<file path="src/rtl/tmr_pkg.sv">
package tmr_pkg;
  localparam int unsigned CNT_W    = 32;
  localparam int unsigned REG_W    = 64;
  localparam int unsigned OFS_CAP  = 'h000;
  localparam int unsigned OFS_CFG  = 'h010;
  localparam int unsigned OFS_CNT  = 'h0F0;
  localparam int unsigned BIT_EN   = 0;
  localparam int unsigned BIT_LEG  = 1;

  // Synthesized capabilities word
  function automatic logic [63:0] cap_word(input int unsigned ntim,
                                           input logic [31:0] period_fs,
                                           input logic [15:0] vendor);
    logic [63:0] w;
    w = '0;
    w[7:0]   = 8'd1;
    w[12:8]  = 5'(ntim - 1);
    w[13]    = 1'b0;
    w[31:16] = vendor;
    w[63:32] = period_fs;
    return w;
  endfunction

  // Merge new data into an old word per 32-bit half enable
  function automatic logic [63:0] merge_halves(input logic [63:0] old_w,
                                               input logic [63:0] new_w,
                                               input logic [1:0]  hmask);
    logic [63:0] r;
    r[31:0]  = hmask[0] ? new_w[31:0]  : old_w[31:0];
    r[63:32] = hmask[1] ? new_w[63:32] : old_w[63:32];
    return r;
  endfunction

  // Shape read data for the access width
  function automatic logic [63:0] read_shape(input logic [63:0] w,
                                             input logic wide,
                                             input logic upper);
    if (wide) return w;
    return upper ? {32'h0, w[63:32]} : {32'h0, w[31:0]};
  endfunction
endpackage

</file>
<file path="src/rtl/tmr_access_dec.sv">
module tmr_access_dec #(
  parameter int unsigned OFS_W = 10
) (
  input  logic             req_valid,
  input  logic             req_write,
  input  logic [OFS_W-1:0] req_offset,
  input  logic [3:0]       req_size,
  input  logic [63:0]      req_wdata,
  output logic             acc_ok,
  output logic             wide,
  output logic             upper,
  output logic             hit_cap,
  output logic             hit_cfg,
  output logic             hit_cnt,
  output logic [1:0]       half_mask,
  output logic [63:0]      wdata_al,
  output logic             wr_cfg,
  output logic             wr_cnt,
  output logic             rd_req
);
  import tmr_pkg::*;
  logic             size_ok, align_ok;
  logic [OFS_W-1:0] base;

  always_comb begin
    size_ok  = (req_size == 4'd4) || (req_size == 4'd8);
    wide     = (req_size == 4'd8);
    align_ok = wide ? (req_offset[2:0] == 3'b000) : (req_offset[1:0] == 2'b00);
    acc_ok   = size_ok && align_ok;
    upper    = !wide && req_offset[2];
    base     = {req_offset[OFS_W-1:3], 3'b000};
    hit_cap  = base == OFS_W'(OFS_CAP);
    hit_cfg  = base == OFS_W'(OFS_CFG);
    hit_cnt  = base == OFS_W'(OFS_CNT);
    half_mask = wide ? 2'b11 : (upper ? 2'b10 : 2'b01);
    wdata_al  = upper ? {req_wdata[31:0], 32'h0} : req_wdata;
    wr_cfg   = req_valid && req_write && acc_ok && hit_cfg;
    wr_cnt   = req_valid && req_write && acc_ok && hit_cnt;
    rd_req   = req_valid && !req_write;
  end
endmodule

</file>
<file path="src/rtl/tmr_main_counter.sv">
module tmr_main_counter (
  input  logic        clk,
  input  logic        rst_n,
  input  logic        tick_en,
  input  logic        enable,
  input  logic        wr_en,
  input  logic        wr_low,
  input  logic [31:0] wdata_lo,
  output logic [31:0] count
);
  always_ff @(posedge clk) begin
    if (!rst_n)          count <= '0;
    else if (wr_en) begin
      // zero-extended merge: only the low half can change the count
      if (wr_low)        count <= wdata_lo;
    end
    else if (enable && tick_en) count <= count + 32'd1;
  end
endmodule

</file>
<file path="src/rtl/tmr_cfg_reg.sv">
module tmr_cfg_reg (
  input  logic        clk,
  input  logic        rst_n,
  input  logic        wr_en,
  input  logic [1:0]  half_mask,
  input  logic [63:0] wdata,
  input  logic        cnt_wr,
  output logic [63:0] cfg_q,
  output logic        rearm_q
);
  import tmr_pkg::*;
  logic [63:0] cfg_next;

  always_comb begin
    cfg_next = merge_halves(cfg_q, wdata, half_mask);
    cfg_next[BIT_LEG] = 1'b0;
  end

  always_ff @(posedge clk) begin
    if (!rst_n) begin
      cfg_q   <= '0;
      rearm_q <= 1'b0;
    end else begin
      if (wr_en) cfg_q <= cfg_next;
      rearm_q <= (wr_en && cfg_next[BIT_EN] && !cfg_q[BIT_EN]) ||
                 (cnt_wr && cfg_q[BIT_EN]);
    end
  end
endmodule

</file>
<file path="src/rtl/tick_timer_top.sv">
module tick_timer_top #(
  parameter int unsigned NUM_TIMERS = 8,
  parameter logic [31:0] PERIOD_FS  = 32'd100_000_000,
  parameter logic [15:0] VENDOR_ID  = 16'h1D0C,
  parameter int unsigned OFS_W      = 10
) (
  input  logic             clk,
  input  logic             rst_n,
  input  logic             tick_en,
  input  logic             req_valid,
  input  logic             req_write,
  input  logic [OFS_W-1:0] req_offset,
  input  logic [3:0]       req_size,
  input  logic [63:0]      req_wdata,
  output logic             rsp_valid,
  output logic [63:0]      rsp_rdata,
  output logic [31:0]      count_o,
  output logic             count_en_o,
  output logic             rearm_o
);
  import tmr_pkg::*;
  localparam logic [63:0] CAP_VAL = cap_word(NUM_TIMERS, PERIOD_FS, VENDOR_ID);

  logic        acc_ok, wide, upper, hit_cap, hit_cfg, hit_cnt;
  logic        wr_cfg, cnt_wr, rd_req;
  logic [1:0]  half_mask;
  logic [63:0] wdata_al, cfg_q, sel_word, rd_next;

  tmr_access_dec #(.OFS_W(OFS_W)) u_dec (
    .req_valid(req_valid), .req_write(req_write), .req_offset(req_offset),
    .req_size(req_size), .req_wdata(req_wdata), .acc_ok(acc_ok),
    .wide(wide), .upper(upper), .hit_cap(hit_cap), .hit_cfg(hit_cfg),
    .hit_cnt(hit_cnt), .half_mask(half_mask), .wdata_al(wdata_al),
    .wr_cfg(wr_cfg), .wr_cnt(cnt_wr), .rd_req(rd_req)
  );

  tmr_cfg_reg u_cfg (
    .clk(clk), .rst_n(rst_n), .wr_en(wr_cfg), .half_mask(half_mask),
    .wdata(wdata_al), .cnt_wr(cnt_wr), .cfg_q(cfg_q), .rearm_q(rearm_o)
  );

  tmr_main_counter u_cnt (
    .clk(clk), .rst_n(rst_n), .tick_en(tick_en), .enable(cfg_q[BIT_EN]),
    .wr_en(cnt_wr), .wr_low(half_mask[0]), .wdata_lo(wdata_al[31:0]),
    .count(count_o)
  );

  assign count_en_o = cfg_q[BIT_EN];

  always_comb begin
    if (hit_cap)      sel_word = CAP_VAL;
    else if (hit_cfg) sel_word = cfg_q;
    else if (hit_cnt) sel_word = {32'h0, count_o};
    else              sel_word = '0;
    rd_next = acc_ok ? read_shape(sel_word, wide, upper) : '1;
  end

  always_ff @(posedge clk) begin
    if (!rst_n) begin
      rsp_valid <= 1'b0;
      rsp_rdata <= '0;
    end else begin
      rsp_valid <= rd_req;
      if (rd_req) rsp_rdata <= rd_next;
    end
  end
endmodule

</file>
<file path="config.mk">
export PLATFORM = sky130hd
export DESIGN_NAME = tick_timer_top
export DESIGN_NICKNAME = d
export VERILOG_FILES = /design/src/rtl/tmr_pkg.sv /design/src/rtl/tmr_access_dec.sv /design/src/rtl/tmr_main_counter.sv /design/src/rtl/tmr_cfg_reg.sv /design/src/rtl/tick_timer_top.sv
export SDC_FILE = /design/constraint.sdc
export NUM_CORES = 1
export LEC_CHECK = 0
export ABC_CLOCK_PERIOD_IN_PS = 4200
export BUFFER_PORTS_ARGS = -buffer_cell sky130_fd_sc_hd__clkbuf_2
export CAP_MARGIN = 20
export CORE_MARGIN = 2
export CORE_UTILIZATION = 58
export DETAILED_ROUTE_END_ITERATION = 12
export HOLD_SLACK_MARGIN = 0.12
export PLACE_DENSITY = 0.83
export SYNTH_ARGS = -nofsm -noshare
export SYNTH_HDL_FRONTEND = slang
export SYNTH_SLANG_ARGS = --single-unit
</file>
<file path="constraint.sdc">
create_clock -name clk -period 4.2 [get_ports clk]
set_clock_uncertainty 0.1 [all_clocks]
set_input_delay 0.84 -clock clk [delete_from_list [all_inputs] [get_ports clk]]
set_output_delay 0.84 -clock clk [all_outputs]
set_load 0.005 [all_outputs]
</file>
======== After elaboration in Yosys (flattened, before gate mapping) ========
Cells that the tools add are included.
storage, ports and cells
  bits in registers ....................... 161
  logic and storage cells ................. 52
cells by class
  add/sub/neg operators ................... 1
  eq/ne operators ......................... 5
  mux-type cells .......................... 16
  reductions and logical operators ........ 23
operators by type and width
  operator               number
  $mux 64                6
  $mux 32                5
  $add 32x1->32 const B  1
  $logic_and 1x1->1      11
  $eq 7x2->1 const B     1
  $eq 7x5->1 const B     1
  $logic_not 7->1        1
  $reduce_and 2->1       3
  $eq 4x3->1 const B     1
  $eq 4x4->1 const B     1
  $mux 2                 2
  $logic_not 1->1        3
  $logic_not 3->1        1
  $mux 1                 3
  $logic_not 2->1        1
  $logic_or 1x1->1       2
  $ne 2x1->1 const B     1
  $reduce_bool 2->1      1

======== Longest topological paths before layout ========
Gate-level depths: netlist of run 1.
  word-level depth ........................ 9
  gate-level depth with buffers ........... 9
  mapped depth without buffers ............ 6

======== Hierarchy ========
From an unflattened synthesis of run 1, not the netlist that was laid out.
unflattened totals
  cell total of the unflattened synthesis .. 1077
  area, all modules ....................... 9258.9 sq um
by module, submodules not included
  module            times used  cells an instance  area each (sq um)
  tick_timer_top    1           427                3573.4
  tmr_cfg_reg       1           292                2840.2
  tmr_main_counter  1           269                2089.5
  tmr_access_dec    1           89                 755.7

======== Worst setup path before layout of run 1 ========
No wires, ideal clock.
  path type ............................... input -> register
  start point ............................. in req_offset[3]
  end point ............................... reg u_cnt.count[12]
  library setup time ...................... 132 ps
  arrival time ............................ 2634 ps
  data required time ...................... 3968 ps
  slack ................................... 1333 ps
  stages on the path ...................... 8
  buffers on the path ..................... 3
  cell sequence ........................... or4b_1 > buf_2 > nor3_2 > a21oi_1 > buf_2 > buf_2 > a32oi_1 > a21oi_1
between the ends
  longest elaborated chain between the ends .. 4
ends and longest elaborated chain
  item                                                              RTL line                RTL
  start, declared                                                   tick_timer_top.sv:12    input logic [OFS_W-1:0] req_offset,
  $eq 7x5->1 *                                                      tmr_access_dec.sv:34    hit_cnt = base == OFS_W'(OFS_CNT);
  $logic_and 1x1->1 *                                               tmr_access_dec.sv:38    wr_cnt = req_valid && req_write && acc_ok && hit_cnt;
  $ne 2x1->1 (no line) / $reduce_bool 2->1 (equally long branches)  -
  $reduce_and 2->1 (no line)                                        -
  end signal, assigned                                              tmr_main_counter.sv:15  if (wr_low) count <= wdata_lo;
  end signal, assigned                                              tmr_main_counter.sv:17  else if (enable && tick_en) count <= count + 32'd1;
  end, declared                                                     tmr_main_counter.sv:9   output logic [31:0] count
Every way passes the cells marked *; elsewhere a longest branch is shown, timed or not.
A chain may end at the register's enable or synchronous reset.

======== Final worst setup path of run 1 ========
  start point ............................. reg u_cnt.count[1]
  end point ............................... reg u_cnt.count[24]
between the ends
  longest elaborated chain between the ends .. 3
ends and longest elaborated chain
  item           RTL line                RTL
  $add 32x1->32  tmr_main_counter.sv:17
  $mux 32        tmr_main_counter.sv:17
  $mux 32        tmr_main_counter.sv:13  else if (wr_en) begin
Every way passes these cells. The select of a mux whose other input is x is not followed.

==> results of run 1 <==
-- worst paths after layout --
path	from	endpoint	slack (ns)	depth (start not counted)
worst min-delay path	rsp_rdata[54]	rsp_rdata[54]	0.35	2
worst max register to register	u_cnt.count[1]	u_cnt.count[24]	1.01	6
worst max-delay path	u_cnt.count[1]	u_cnt.count[24]	1.01	6
worst min register to register	rsp_rdata[54]	rsp_rdata[54]	0.35	2
-- critical path, stage by stage (launching register included) --
cell	delay [ns]
dfxtp_1	0.55
ha_1	0.28
nand4_1	0.27
or4bb_1	0.73
a2111oi_1	0.80
a32oi_1	0.21
a21oi_1	0.18
-- power groups by stage --
| stage | Combinational [mW] | Clock, mW | Sequential, mW |
|---|---|---|---|
| after detailed placement | 0.276 | 0 | 1.63 |
| after global routing | 0.311 | 1.66 | 1.60 |
| final | 0.286 | 1.61 | 1.59 |
| after global placement | 0.274 | 0 | 1.63 |
| after CTS | 0.279 | 1.61 | 1.59 |
| after floorplan | 0.128 | 0 | 1.63 |
-- stage by stage --
stage,std cells,hold slack [ns],area [sq um]
3_5_place_dp,1302,0.345,8850
2_1_floorplan,1000,0.333,7830
4_1_cts,1334,0.354,9460
3_3_place_gp,1302,0.340,8850
5_1_grt,1334,0.376,9460
6_report,1334,0.355,9460
-- layer usage --
metal / GRT usage / routed length, microns / share of wire / vias to the layer above
met2: 0.556 / 11800 / 0.43 / 691
met1: 0.542 / 11000 / 0.40 / 4035
li1: - / - / - / 3956
met3: 0.0788 / 3590 / 0.13 / 101
met5: 0 / 0 / 0 / -
met4: 0.142 / 924 / 0.034 / 0
-- logic make-up after synthesis --
| group | after synthesis | share of synthesized area |
|---|---|---|
| AND/OR/NAND/NOR | 378 | 0.217 |
| AO/OA/AOI/OAI | 351 | 0.303 |
| flip-flops | 161 | 0.412 |
| buffers and inverters | 96 | 0.0510 |
| multiplexers | 8 | 0.0109 |
| XOR/XNOR | 5 | 0.00559 |
| adder cells (fa/ha/maj) | 1 | 0.00160 |
-- area by class of cell --
cell class | instances | area, sq um
clock buffer | 19 | 453
clock inverter | 13 | 160
fill | 1094 | 3730
inverter | 10 | 37.5
multi-input combinational | 743 | 4230
sequential | 161 | 3220
tap | 176 | 220
timing repair buffer | 212 | 1140
-- sequential cells by signal, indices dropped and copies added (netlist names) --
register	count
rsp_valid	1
u_cnt.count	32
rsp_rdata	64
u_cfg.cfg_q	63
u_cfg.rearm_q	1
-- cell usage after synthesis, drive strengths merged, types with 5 or more instances --
cell / instances / area share
nand3: 26 / 0.017
and2: 9 / 0.0072
a22o: 14 / 0.016
a31oi: 7 / 0.0056
a311oi: 40 / 0.045
nand2: 187 / 0.090
nand4: 7 / 0.0056
buf: 17 / 0.013
a21oi: 105 / 0.067
a21o: 12 / 0.012
a22oi: 12 / 0.012
a2bb2oi: 10 / 0.011
nor4: 11 / 0.0088
or3: 14 / 0.011
and3: 15 / 0.012
dfxtp: 161 / 0.41
or4: 6 / 0.0058
a211oi: 8 / 0.0083
nor2: 81 / 0.040
o31a: 5 / 0.0056
clkbuf: 69 / 0.033
a221oi: 13 / 0.015
o21ai: 80 / 0.053
o31ai: 7 / 0.0067
nor3: 12 / 0.0083
inv: 10 / 0.0048
==> results.ini, run 1 <==
[layout]
syn_to_final_growth_pct=20.9
drive_gt1_frac=0.231
layout_commonest_cell=nand2_1
diodes=0
final_util=0.717
final_cell_mix=187 x nand2_1, 181 x clkbuf_2, 161 x dfxtp_1, 105 x a21oi_1, 78 x nor2_1
nets=1229

[floorplanning]
die_area_sq_um=14400
initial_utilization=0.594
die_height_microns=120
core_area_sq_um=13200
io_pins=182
chipWidth_microns=120
fp-row-count=42

[setup_path]
crit_required_ns=4.46
crit_type=reg -> reg
end_kind=register
critPathArrivalTime_ns=3.45
path_max_fanout=7
startpoint_type=register

[power]
power.share.clock=0.461
leakagePower_nw=3.69
peakVddDrop_mv=0.289
switching_power_mw=0.844
comb_power_share=0.082
p_total_mw=3.48
p_per_area_nw_per_um2=368
sw_frac_of_total=0.242
intPower_mw=2.64
power_frac_seq=0.457

[clock_network]
clk_transition_reported_paths_ns=0.06
holdBufCountCts=0
clk_latency_ns=0.43
root_buffer=clkbuf_16
cts_num_sinks=161
cts_resized=0
cts_tree=yes
clk_path_buf_depth=2
htree_levels=4
cts_buffers=17
postCtsSetupRepairBufs=0

[placement]
hpwl_mm=19.6
place_ws_ns=0.794
gp_congestion=0.948
portBuffers=181

[run_status]
status=completed

[grt]
antenna_found_initial=0
overflow=0
grt_max_degree=65
grt_pass1_wl_mm=42.2
grt_usage=0.377
grt_pass1_vias=7767

[sta]
worstMarginPinSlew_ns=0.942
maxSlewViolCount=0
min_period_ns=3.19
fmax_mhz=314
rsz0062_at_grt=false
setup_viol_count_final=0
slew_headroom=0.371
final.setup.worst_slack_ns=1.01
fin_tns_setup_ns=0
min_period_over_period=0.759
hold_viol_final=0

[synthesis]
synth-edff-count=0
syn_nets=1084
ys_seq_area_frac=0.412
async_reset_ff_frac=0
synth.avg_cell_area_sq_um=7.83
syn_inst=1000
yosys.cell_types.count=70
ys_warn_count=0
synthFlopType=dfxtp_1
ys_seq_elements=161
synth_area_sq_um=7830

[routing]
vias=8783
drc_errors=0
dr.pass1.iters=6
dr.first_iter.drc_count=1486
postRouteAntennaNets=0
viasPerCell=6.58
wl_per_cell_microns=20.5
wl_mm=27.3

[min_path]
hp-class=reg -> reg

[job]
maxCapViolations=0

(Power assumes the default switching activity.)
==> run 2: changes to the inputs <==
Settings changed: ABC_CLOCK_PERIOD_IN_PS 4200 to 2880, CORE_UTILIZATION 58 to 49, PLACE_DENSITY 0.83 to 0.75.
Clock period 4.2 ns to 2.88 ns, I/O delays scaled along.
==> results.ini, run 2 (synthesized netlist as in run 1, its figures left out) <==
[setup_path]
r2r-start=u_cnt.count[10]
rrSetupSlack_ns=0.18  ; -0.83 ns
crit_type=reg -> reg
path_max_fanout=8  ; +1
r2r_cells=5  ; -1
startpoint_type=register
cpPeakStageDelay_ns=0.70  ; -0.10 ns
worst_r2r_endpoint=u_cnt.count[24]
crit_slowest_cell=a2111oi_1
critPathArrivalTime_ns=2.97  ; -0.48 ns
crit_chain=and4_1, or4bb_1, a2111oi_1, a32oi_1, a21oi_1
crit_required_ns=3.15  ; -1.31 ns
end_kind=register

[layout]
final_util=0.627  ; -0.0907
syn_to_final_growth_pct=26.2
diodes=0  ; unchanged
nets=1262  ; +2.7%
drive_gt1_frac=0.251  ; +0.0205
stdcell_count=1407  ; +5.5%
layout_commonest_cell=nand2_1
regMostFlops=rsp_rdata
final_cell_mix=187 x nand2_1, 181 x clkbuf_2, 161 x dfxtp_1, 105 x a21oi_1, 78 x nor2_1
largest_reg_flops=64  ; unchanged
top_regs=rsp_rdata x64, u_cfg.cfg_q x63, u_cnt.count x32
nFillCells=1413  ; +29%

[job]
maxCapViolations=0  ; unchanged

[clock_network]
root_buffer=clkbuf_16
cts_tree=yes
cts_resized=0  ; unchanged
postCtsSetupRepairBufs=0  ; unchanged
clk_transition_reported_paths_ns=0.06  ; about the same
holdBufCountCts=0  ; unchanged
clk_latency_ns=0.44  ; about the same
htree_levels=4  ; unchanged
clk_path_buf_depth=2  ; unchanged
cts_num_sinks=161  ; unchanged
cts_buffers=17  ; unchanged

[min_path]
hold_start=req_wdata[39]
holdPathEnd=u_cfg.cfg_q[39]
whs_path_depth=3  ; +1
hp-class=in -> reg

[sta]
maxSlewViolCount=0  ; unchanged
rsz0062_at_grt=false
fmax_mhz=370  ; +18%
hold_viol_final=0  ; unchanged
final.setup.worst_slack_ns=0.177  ; -0.833 ns
slew_headroom=0.463  ; +0.0919
min_period_over_period=0.938  ; +0.179
setup_viol_count_final=0  ; unchanged
worstMarginPinSlew_ns=0.804  ; -0.137 ns
min_period_ns=2.70  ; -0.487 ns

[grt]
antenna_found_initial=0  ; unchanged
grt_pass1_vias=7491  ; -3.6%
grt_pass1_wl_mm=42.2  ; -0.19%
grt_max_degree=41  ; -37%
overflow=0  ; unchanged
grt_usage=0.323  ; -0.0540

[routing]
drc_errors=0  ; unchanged
vias=8732  ; -0.58%
dr.first_iter.drc_count=1251  ; -16%
dr.pass1.iters=6  ; unchanged
wl_mm=28.0  ; +2.4%
postRouteAntennaNets=0  ; unchanged
wl_per_cell_microns=19.9  ; -2.9%
viasPerCell=6.21  ; -5.7%

[power]
switching_power_mw=1.26  ; +49%
power.share.clock=0.489  ; +0.028
p_per_area_nw_per_um2=545  ; +48%
sw_frac_of_total=0.233  ; -0.00916
intPower_mw=4.13  ; +56%
power_frac_seq=0.431  ; -0.026
comb_power_share=0.080  ; -0.002
leakagePower_nw=3.90  ; +5.7%
peakVddDrop_mv=0.448  ; +55%

[floorplanning]
initial_utilization=0.496  ; -0.0971
chipWidth_microns=130  ; +8.5%
core_area_sq_um=15800  ; +20%
die_height_microns=130  ; +8.5%
fp-row-count=46  ; +9.5%
die_area_sq_um=17000  ; +18%
io_pins=182  ; unchanged

[placement]
gp_congestion=1.00  ; +5.9%
dp_cells=1375  ; +5.6%
hpwl_mm=20.6  ; +5.5%
portBuffers=181  ; unchanged
place_ws_ns=-0.0110  ; -0.805 ns

[run_status]
status=completed

-- run 2: cell count changes in the layout (fill, tap and decap cells not counted), sizes merged --
cell and change:
clkbuf +1, clkinvlp -2, clkinv -2, bufinv +3
buf +33
-- run 2: worst max path at each step --
| stage | end | cells past startpoint | startpoint |
|---|---|---|---|
| CTS | u_cnt.count[24] | 5 | u_cnt.count[10] |
| floorplan | u_cnt.count[12] | 8 | req_offset[3] |
| finish | u_cnt.count[24] | 5 | u_cnt.count[10] |
| global route | u_cnt.count[24] | 6 | u_cnt.count[1] |
| detailed placement | u_cnt.count[24] | 8 | req_size[2] |
| global placement | u_cnt.count[3] | 6 | req_offset[3] |
-- run 2: worst max-delay path, delay by kind of cell (launching register included) --
family / cells / cell delay (ns)
flops: 1 / 0.54
simple gates: 2 / 0.92
compound gates: 3 / 1.08
-- run 2: power by group through the flow --
stage	Sequential, mW	Combinational [mW]	Clock (mW)
floorplan	2.37	0.187	0
CTS	2.32	0.422	2.64
detailed placement	2.37	0.419	0
global route	2.33	0.469	2.73
global placement	2.37	0.414	0
finish	2.32	0.430	2.64
-- run 2: through the flow --
step	hold WS (ns)	setup TNS, ns	power (mW)	area, sq um
6_report	0.282	0	5.39	9880
5_1_grt	0.288	0	5.52	9880
4_1_cts	0.274	0	5.38	9880
3_5_place_dp	0.344	-0.0110	2.79	9200
3_3_place_gp	0.340	0	2.78	9200
2_1_floorplan	0.333	0	2.56	7830
-- run 2: layout make-up --
class                      count  area [sq um]  share of cell area
clock inverter                12           229              0.0232
sequential                   161          3220               0.326
tap                          216           270              0.0273
inverter                      10          37.5             0.00380
multi-input combinational    743          4230               0.428
timing repair buffer         245          1440               0.145
clock buffer                  20           457              0.0462
-- run 2: per-layer routing --
metal	track usage	part of all wire	vias to the layer above
li1	-	-	4024
met1	0.463	0.42	4073
met2	0.484	0.44	565
met3	0.0611	0.11	70
met4	0.123	0.028	0
met5	0	0	-
